$ cat config.mk
export PLATFORM = sky130hd
export DESIGN_NAME = booth_seq_mul
export DESIGN_NICKNAME = d
export VERILOG_FILES = /design/src/rtl/booth_pkg.sv /design/src/rtl/booth_recode.sv /design/src/rtl/booth_accum.sv /design/src/rtl/booth_seq_mul.sv
export SDC_FILE = /design/constraint.sdc
export NUM_CORES = 1
export LEC_CHECK = 0
export BUFFER_PORTS_ARGS = -buffer_cell sky130_fd_sc_hd__buf_2
export CAP_MARGIN = 5
export CORE_MARGIN = 4
export CORE_UTILIZATION = 55
export DETAILED_ROUTE_END_ITERATION = 16
export PLACE_DENSITY = 0.78
export SLEW_MARGIN = 20
export SYNTH_ARGS = -nofsm -noshare
export SYNTH_HDL_FRONTEND = slang
export SYNTH_SLANG_ARGS = --single-unit
export TNS_END_PERCENT = 5
$ cat constraint.sdc
create_clock -name clk_i -period 6.3 [get_ports clk_i]
set_clock_uncertainty 0.05 [all_clocks]
set_input_delay 1.575 -clock clk_i [delete_from_list [all_inputs] [get_ports clk_i]]
set_output_delay 1.575 -clock clk_i [all_outputs]
set_load 0.1 [all_outputs]
$ cat src/rtl/booth_pkg.sv
package booth_pkg;
  typedef struct packed {
    logic zero;  // term is 0
    logic dbl;   // term is 2B
    logic neg;   // subtract term
  } booth_op_t;
endpackage

$ cat src/rtl/booth_recode.sv
module booth_recode
  import booth_pkg::*;
(
  input  logic      carry_i,
  input  logic [1:0] pair_i,
  output booth_op_t op_o,
  output logic      carry_o
);
  always_comb begin
    op_o    = '{zero: 1'b0, dbl: 1'b0, neg: 1'b0};
    carry_o = 1'b0;
    unique case ({carry_i, pair_i})
      3'b000: op_o.zero = 1'b1;
      3'b001: ;
      3'b010: begin op_o.dbl = 1'b1; op_o.neg = 1'b1; carry_o = 1'b1; end
      3'b011: begin op_o.neg = 1'b1; carry_o = 1'b1; end
      3'b100: ;
      3'b101: op_o.dbl = 1'b1;
      3'b110: begin op_o.neg = 1'b1; carry_o = 1'b1; end
      3'b111: begin op_o.zero = 1'b1; carry_o = 1'b1; end
      default: ;
    endcase
  end
endmodule

$ cat src/rtl/booth_accum.sv
module booth_accum
  import booth_pkg::*;
#(
  parameter int unsigned WIDTH = 32
) (
  input  logic [WIDTH-1:0] acc_i,
  input  logic [WIDTH-1:0] mcand_i,
  input  booth_op_t        op_i,
  output logic [WIDTH-1:0] acc_o
);
  logic [WIDTH-1:0] term;

  always_comb begin
    if (op_i.zero)     term = '0;
    else if (op_i.dbl) term = {mcand_i[WIDTH-2:0], 1'b0};
    else               term = mcand_i;
    acc_o = op_i.neg ? acc_i - term : acc_i + term;
  end
endmodule

$ cat src/rtl/booth_seq_mul.sv
module booth_seq_mul
  import booth_pkg::*;
#(
  parameter int unsigned WIDTH = 32
) (
  input  logic             clk_i,
  input  logic             rst_ni,
  input  logic             start_i,
  input  logic             acc_en_i,
  input  logic [WIDTH-1:0] mcand_i,
  input  logic [WIDTH-1:0] mplier_i,
  input  logic [WIDTH-1:0] addend_i,
  output logic             busy_o,
  output logic             done_o,
  output logic [WIDTH-1:0] product_o
);
  localparam int unsigned NUM_STEPS = WIDTH / 2;
  localparam int unsigned CNT_W     = $clog2(NUM_STEPS);
  localparam logic [CNT_W-1:0] LAST_CNT = CNT_W'(NUM_STEPS - 1);

  logic             busy_q, done_q, carry_q;
  logic [CNT_W-1:0] cnt_q;
  logic [WIDTH-1:0] acc_q, mcand_q, mplier_q;

  booth_op_t        op;
  logic             carry_nxt;
  logic [WIDTH-1:0] acc_nxt, rest;
  logic             last;

  booth_recode u_recode (
    .carry_i (carry_q),
    .pair_i  (mplier_q[1:0]),
    .op_o    (op),
    .carry_o (carry_nxt)
  );

  booth_accum #(.WIDTH(WIDTH)) u_accum (
    .acc_i   (acc_q),
    .mcand_i (mcand_q),
    .op_i    (op),
    .acc_o   (acc_nxt)
  );

  assign rest = mplier_q >> 2;
  assign last = (cnt_q == LAST_CNT) || (rest == '0 && !carry_nxt);

  always_ff @(posedge clk_i or negedge rst_ni) begin
    if (!rst_ni) begin
      busy_q   <= 1'b0;
      done_q   <= 1'b0;
      carry_q  <= 1'b0;
      cnt_q    <= '0;
      acc_q    <= '0;
      mcand_q  <= '0;
      mplier_q <= '0;
    end else begin
      done_q <= 1'b0;
      if (busy_q) begin
        acc_q    <= acc_nxt;
        mcand_q  <= mcand_q << 2;
        mplier_q <= rest;
        carry_q  <= carry_nxt;
        if (last) begin
          busy_q <= 1'b0;
          done_q <= 1'b1;
        end else begin
          cnt_q <= cnt_q + 1'b1;
        end
      end else if (start_i) begin
        busy_q   <= 1'b1;
        carry_q  <= 1'b0;
        cnt_q    <= '0;
        acc_q    <= acc_en_i ? addend_i : '0;
        mcand_q  <= mcand_i;
        mplier_q <= mplier_i;
      end
    end
  end

  assign busy_o    = busy_q;
  assign done_o    = done_q;
  assign product_o = acc_q;

  p_done_pulse_r2: assert property (@(posedge clk_i) disable iff (!rst_ni)
    done_q |=> !done_q);
  p_done_idle_r2: assert property (@(posedge clk_i) disable iff (!rst_ni)
    done_q |-> !busy_q);
  p_no_restart_r3: assert property (@(posedge clk_i) disable iff (!rst_ni)
    (busy_q && !last) |=> (busy_q && cnt_q == $past(cnt_q) + 1'b1));
  p_cnt_bound_r4: assert property (@(posedge clk_i) disable iff (!rst_ni)
    busy_q |-> (cnt_q <= LAST_CNT));
  p_stop_cause_r4: assert property (@(posedge clk_i) disable iff (!rst_ni)
    done_q |-> ((mplier_q == '0 && !carry_q) || cnt_q == LAST_CNT));
  p_hold_on_zero_r6: assert property (@(posedge clk_i) disable iff (!rst_ni)
    (busy_q && op.zero) |=> (acc_q == $past(acc_q)));
endmodule

==> flow_metrics.env, run 1 <==
export IMPL_synth_cell_types=76
export IMPL_fill_cells=1310
export IMPL_synthesis_area_um2=8090
export IMPL_portBuffers=133
export IMPL_ios=134
export IMPL_fin_crit_sh=0.909
export IMPL_critPathKind="reg2reg"
export IMPL_cts_tree="done"
export IMPL_finalCoreUtilization=0.634
export IMPL_gp_congestion=0.956
export IMPL_vias=7785
export IMPL_rsz0062_at_grt="false"
export IMPL_cts_root_buf="clkbuf_16"
export IMPL_final_cell_mix="nand2_1 (141), buf_2 (131), o21ai_0 (108), dfrtp_1 (102), a21oi_1 (88)"
export IMPL_yosys_warnings=0
export IMPL_overflow=0
export IMPL_slew_violations=0
export IMPL_synth_flop_cell="dfrtp_1"
export IMPL_clkLatencyLatePin_ps=350
export IMPL_track_usage=0.281
export IMPL_fmax_ghz=0.175
export IMPL_htree_levels=3
export IMPL_mostFrequentLayoutCell="nand2_1"
export IMPL_synth_cells=978
export IMPL_synth_edf_count=0
export IMPL_drt_total_wl_um=23100
export IMPL_vias_per_cell=6.17
export IMPL_hpwl_um=17000
export IMPL_worst_slew_pin_slew_ps=1040
export IMPL_dr_pass1_iters=7
export IMPL_ys_ff_latch=103
export IMPL_setup_viol=0
export IMPL_regArea_um2=2580
export IMPL_crit_arrival_ps=5900
export IMPL_dp_cells=1246
export IMPL_grt_pass1_wl_um=37800
export IMPL_holdPathStages=2
export IMPL_hold_end="mplier_q[12]"
export IMPL_critPathMaxFanout=18
export IMPL_diodes=0
export IMPL_antenna_found_initial=0
export IMPL_grt_max_degree=80
export IMPL_postRouteAntennaNets=0
export IMPL_ys_seq_area_frac=0.319
export IMPL_fin_crit_ps=5730
export IMPL_coreArea_um2=14500
export IMPL_drc_errors=0
export IMPL_rr_worst_depth=19
export IMPL_required_ps=6470
export IMPL_ys_async_sr_fraction=1.00
export IMPL_status="complete, no violations"
export IMPL_slew_headroom=0.307
export IMPL_min_delay_start="mplier_q[14]"
export IMPL_r2r_end="product_o[31]"
export IMPL_area_delta_synth_final_pct=13.5
export IMPL_synth_nets=1112
export IMPL_drive_gt1_frac=0.173
export IMPL_holdBufCountCts=0
export IMPL_grt_pass1_vias=7433
export IMPL_clk_pin_slew_ps=80
export IMPL_die_w_um=129
export IMPL_dieArea_um2=16700
export IMPL_first_iter_violations=744
export IMPL_start_kind="register"
export IMPL_synth_avg_cell_area_um2=8.27
export IMPL_cts_sinks=103
export IMPL_wl_per_cell_um=18.3
export IMPL_fin_tns_setup_ps=0
export IMPL_start_util=0.559
export IMPL_hold_class="reg2reg"
export IMPL_finalNetCount=1207
export IMPL_r2r_slack_ps=570
export IMPL_cts_resized=0
export IMPL_postCtsSetupBuffers=0
export IMPL_layout_cells_non_filler=1262
export IMPL_final_hold_viol_count=0
export IMPL_r2r_start="carry_q"
export IMPL_cap_violations=0
export IMPL_cts_buffer_depth=2
export IMPL_crit_path_end_kind="register"
export IMPL_fp_row_count=44
export IMPL_die_h_um=129
export IMPL_cts_buffers=9
export IMPL_multi_input_area_um2=5160
[Yosys cell counts, drive strengths merged, types with 3 or more instances]
| cell type | n | area (µm²) |
|---|---|---|
| nand2 | 141 | 529 |
| o21ai | 109 | 546 |
| dfrtp | 103 | 2580 |
| a21oi | 89 | 449 |
| mux2i | 74 | 741 |
| clkbuf | 48 | 180 |
| and3 | 39 | 244 |
| nor2 | 34 | 128 |
| ha | 33 | 413 |
| xnor2 | 31 | 279 |
| a211oi | 27 | 203 |
| a21o | 21 | 158 |
| inv | 20 | 75.1 |
| buf | 18 | 93.8 |
| nor3 | 17 | 100 |
| xor2 | 17 | 156 |
| a221oi | 16 | 153 |
| nand3 | 16 | 80.1 |
| a31oi | 12 | 75.1 |
| nor2b | 8 | 52.6 |
| nand3b | 7 | 52.6 |
| nor4 | 7 | 43.8 |
| o21a | 7 | 52.6 |
| maj3 | 6 | 60.1 |
| nand2b | 5 | 31.3 |
| o21bai | 5 | 37.5 |
| a22oi | 4 | 30.0 |
| and2 | 4 | 26.3 |
| nand4 | 4 | 25.0 |
| a211o | 3 | 26.3 |
| a21boi | 3 | 22.5 |
| a22o | 3 | 26.3 |
| a32oi | 3 | 26.3 |
| mux2 | 3 | 33.8 |
| o211ai | 3 | 22.5 |
| o22ai | 3 | 18.8 |
| o31a | 3 | 26.3 |
| o31ai | 3 | 22.5 |
| or3 | 3 | 18.8 |
[registers in the layout, summed over array words and instances, names as in the netlist]
signal     cells
mplier_q      32
carry_q        1
mcand_q       32
product_o     32
cnt_q          4
busy_o         1
done_o         1
[cell families after synthesis]
group                      synth area share
adders and majority gates            0.0609
and+or+nand+nor                       0.175
muxes                                0.0957
DFF                                   0.319
AOI/OAI and AO/OA                     0.250
buffers and inverters                0.0436
xor gates and xnor gates             0.0566
[layout make-up]
cell class	instances	share of cell area
multi-input combinational	788	0.562
sequential	103	0.281
timing repair buffer	150	0.0870
tap	184	0.0251
clock buffer	9	0.0245
clock inverter	7	0.0114
inverter	21	0.00859
[layer usage]
| layer | wire [µm] | up-vias | share of wire | track usage |
|---|---|---|---|---|
| li1 | - | 3769 | - | - |
| met1 | 10100 | 3684 | 0.44 | 0.381 |
| met2 | 10800 | 282 | 0.47 | 0.454 |
| met3 | 1430 | 50 | 0.062 | 0.0367 |
| met4 | 719 | 0 | 0.031 | 0.117 |
| met5 | 0 | - | 0 | 0 |
[worst max-delay path by stage]
stage	startpoint	to	cells after the start
after floorplan	mplier_q[0]	product_o[31]	24
after CTS	carry_q	product_o[31]	19
after detailed placement	carry_q	product_o[31]	19
final	carry_q	product_o[31]	19
after global routing	carry_q	product_o[31]	21
after global placement	carry_q	product_o[31]	19
[stage by stage]
| stage | worst slack, ps | hold slack [ps] | area, µm² |
|---|---|---|---|
| after floorplan | 849 | 424 | 8090 |
| after global placement | 724 | 447 | 8850 |
| after detailed placement | 660 | 450 | 8850 |
| after CTS | 644 | 466 | 9180 |
| after global routing | 49.0 | 498 | 9180 |
| final | 573 | 465 | 9180 |
[worst max-delay path, cell delays in order, from the launching register on]
cell,delay (ps)
dfrtp_1,660
buf_4,330
and2_2,230
a21oi_1,90
nand2_1,80
ha_1,170
o21ai_1,160
or4_4,550
or4b_4,530
or2_1,320
a221oi_1,350
ha_1,340
and3_1,220
a311oi_1,320
nand3b_1,150
o311ai_0,240
o21a_1,280
a211o_1,260
xnor3_1,190
mux2i_1,70
Power of run 1 is left out: the tool's default activity adds up to more than one toggle a clock period on the data nets, which glitch-free logic cannot reach.
==> inputs of run 2 (changes only) <==
--- a/config.mk
+++ b/config.mk
@@ -14,5 +14,6 @@
 export SLEW_MARGIN = 20
 export SYNTH_ARGS = -nofsm -noshare
 export SYNTH_HDL_FRONTEND = slang
+export SYNTH_HIERARCHICAL = 1
 export SYNTH_SLANG_ARGS = --single-unit
 export TNS_END_PERCENT = 5
==> flow_metrics.env, run 2 <==
export IMPL_yosysMostFrequentCell="nand2_1"
export IMPL_synth_avg_cell_area_um2=7.93
export IMPL_final_hold_viol_count=0
export IMPL_worst_slew_pin_slew_ps=1010
export IMPL_cts_sinks=103
export IMPL_postRouteAntennaNets=0
export IMPL_cp_top_family="compound AO/OA/AOI/OAI gates"
export IMPL_cp_buffers_inverters=3
export IMPL_synth_cells=1017
export IMPL_status="complete, no violations"
export IMPL_hold_class="reg2reg"
export IMPL_ys_seq_area_frac=0.319
export IMPL_fmax_ghz=0.199
export IMPL_first_iter_violations=622
export IMPL_die_w_um=129
export IMPL_grt_max_degree=123
export IMPL_critPathMaxFanout=46
export IMPL_cts_root_buf="clkbuf_16"
export IMPL_drt_total_wl_um=21400
export IMPL_r2r_end="product_o[31]"
export IMPL_final_cell_mix="nand2_1 (151), buf_2 (131), o21ai_0 (121), a21oi_1 (112), dfrtp_1 (102)"
export IMPL_crit_path_end_kind="register"
export IMPL_synth_cell_types=65
export IMPL_clk_pin_slew_ps=80
export IMPL_start_kind="register"
export IMPL_finalNetCount=1236
export IMPL_r2r_slack_ps=1270
export IMPL_dr_pass1_iters=7
export IMPL_slew_violations=0
export IMPL_drive_gt1_frac=0.157
export IMPL_mostFrequentLayoutCell="nand2_1"
export IMPL_ys_ff_latch=103
export IMPL_crit_slowest_cell="dfrtp_1"
export IMPL_synth_edf_count=0
export IMPL_grt_pass1_vias=7299
export IMPL_cts_resized=0
export IMPL_htree_levels=3
export IMPL_min_delay_start="mplier_q[4]"
export IMPL_start_util=0.557
export IMPL_synth_flop_cell="dfrtp_1"
export IMPL_synth_top_area_frac=0.319
export IMPL_synthesis_area_um2=8070
export IMPL_coreArea_um2=14500
export IMPL_area_delta_synth_final_pct=12.4
export IMPL_postCtsSetupBuffers=0
export IMPL_ys_top_cells_by_count="nand2_1 (151), o21ai_0 (121), a21oi_1 (112), dfrtp_1 (103), mux2i_1 (79)"
export IMPL_critPathKind="reg2reg"
export IMPL_overflow=0
export IMPL_cap_violations=0
export IMPL_synth_area_top_cells="dfrtp_1 (32%), mux2i_1 (9.8%), o21ai_0 (7.5%)"
export IMPL_hold_end="mplier_q[2]"
export IMPL_portBuffers=133
export IMPL_cts_tree="done"
export IMPL_rr_worst_depth=21
export IMPL_die_h_um=129
export IMPL_setup_viol=0
export IMPL_hpwl_um=15600
export IMPL_max_stage_delay_ps=490
export IMPL_ios=134
export IMPL_holdPathStages=2
export IMPL_crit_arrival_ps=5190
export IMPL_r2r_start="mplier_q[1]"
export IMPL_cts_buffers=9
export IMPL_rsz0062_at_grt="false"
export IMPL_clkLatencyLatePin_ps=360
export IMPL_wl_per_cell_um=16.6
export IMPL_cp_common_cell="o21ai_0"
export IMPL_track_usage=0.263
export IMPL_gp_congestion=0.929
export IMPL_grt_pass1_wl_um=35700
export IMPL_fin_crit_sh=0.799
export IMPL_vias_per_cell=5.96
export IMPL_drc_errors=0
export IMPL_slew_headroom=0.324
export IMPL_required_ps=6460
export IMPL_dieArea_um2=16700
export IMPL_fin_crit_ps=5030
export IMPL_holdBufCountCts=0
export IMPL_diodes=0
export IMPL_antenna_found_initial=0
export IMPL_ys_async_sr_fraction=1.00
export IMPL_cp_cell_sequence="or3_1 -> nand2_1 -> buf_4 -> clkinv_1 -> buf_4 -> nand3_1 -> ha_1 -> o21ai_1 -> o21ai_0 -> a21oi_1 -> nor2_1 -> ha_1 -> a21oi_1 -> o21ai_0 -> and4_1 -> nor4_1 -> o31a_1 -> o21ai_0 -> xnor2_1 -> nand2_1 -> o21ai_0"
export IMPL_fin_tns_setup_ps=0
export IMPL_yosysTopAreaCell="dfrtp_1"
export IMPL_yosys_warnings=6
export IMPL_vias=7692
export IMPL_cts_buffer_depth=2
export IMPL_synth_nets=1151
export IMPL_fp_row_count=44
==> run 2: worst max path at each step <==
stage / startpoint / endpoint / slack, ps / depth (start not counted)
2_1_floorplan: mplier_q[0] / product_o[29] / 1300 / 24
3_3_place_gp: mplier_q[1] / product_o[30] / 1490 / 19
3_5_place_dp: mplier_q[1] / product_o[30] / 1380 / 19
4_1_cts: mplier_q[1] / product_o[30] / 1290 / 19
5_1_grt: carry_q / product_o[31] / 770 / 21
6_report: mplier_q[1] / product_o[31] / 1270 / 21
==> run 2: cell families (layout without fill, tap and decap cells) <==
kind of cell	Yosys count	count (layout)	share of synthesized area
flops	103	103	0.319
simple gates	341	341	0.199
compound gates	324	324	0.232
mux	82	82	0.102
buf+inv	88	178	0.0445
xor+xnor	45	45	0.0488
fa+ha+maj	34	34	0.0537
==> run 2: per-layer routing <==
metal / part of all wire / track usage / vias up
li1: - / - / 3832
met1: 0.43 / 0.330 / 3625
met2: 0.49 / 0.453 / 204
met3: 0.055 / 0.0523 / 31
met4: 0.025 / 0.0896 / 0
met5: 0 / 0 / -
==> run 2: cell type report <==
| class | count | area [µm²] |
|---|---|---|
| clock inverter | 7 | 75.1 |
| timing repair buffer | 141 | 731 |
| clock buffer | 9 | 225 |
| inverter | 21 | 78.8 |
| sequential | 103 | 2580 |
| multi-input combinational | 826 | 5150 |
| fill | 1355 | 5410 |
| tap | 184 | 230 |
==> run 2: per-stage QoR <==
stage	utilization	area (µm²)	setup WS (ps)	std cells	hold slack, ps
after floorplan	-	8070	1300	1017	424
after global placement	0.606	8770	1490	1275	443
after detailed placement	0.606	8770	1380	1275	449
after CTS	0.626	9070	1290	1291	470
after global routing	0.626	9070	774	1291	526
final	0.626	9070	1270	1291	467
==> run 2: worst reg2reg max path: cells and delay by family (launching register included) <==
kind	cells	cell delay, ps
XOR/XNOR	1	150
buffers and inverters	3	780
AND/OR/NAND/NOR	7	1300
adder cells (fa/ha/maj)	2	760
flip-flops	1	490
AO/OA/AOI/OAI	8	1370
Power of run 2 is left out for the same reason.
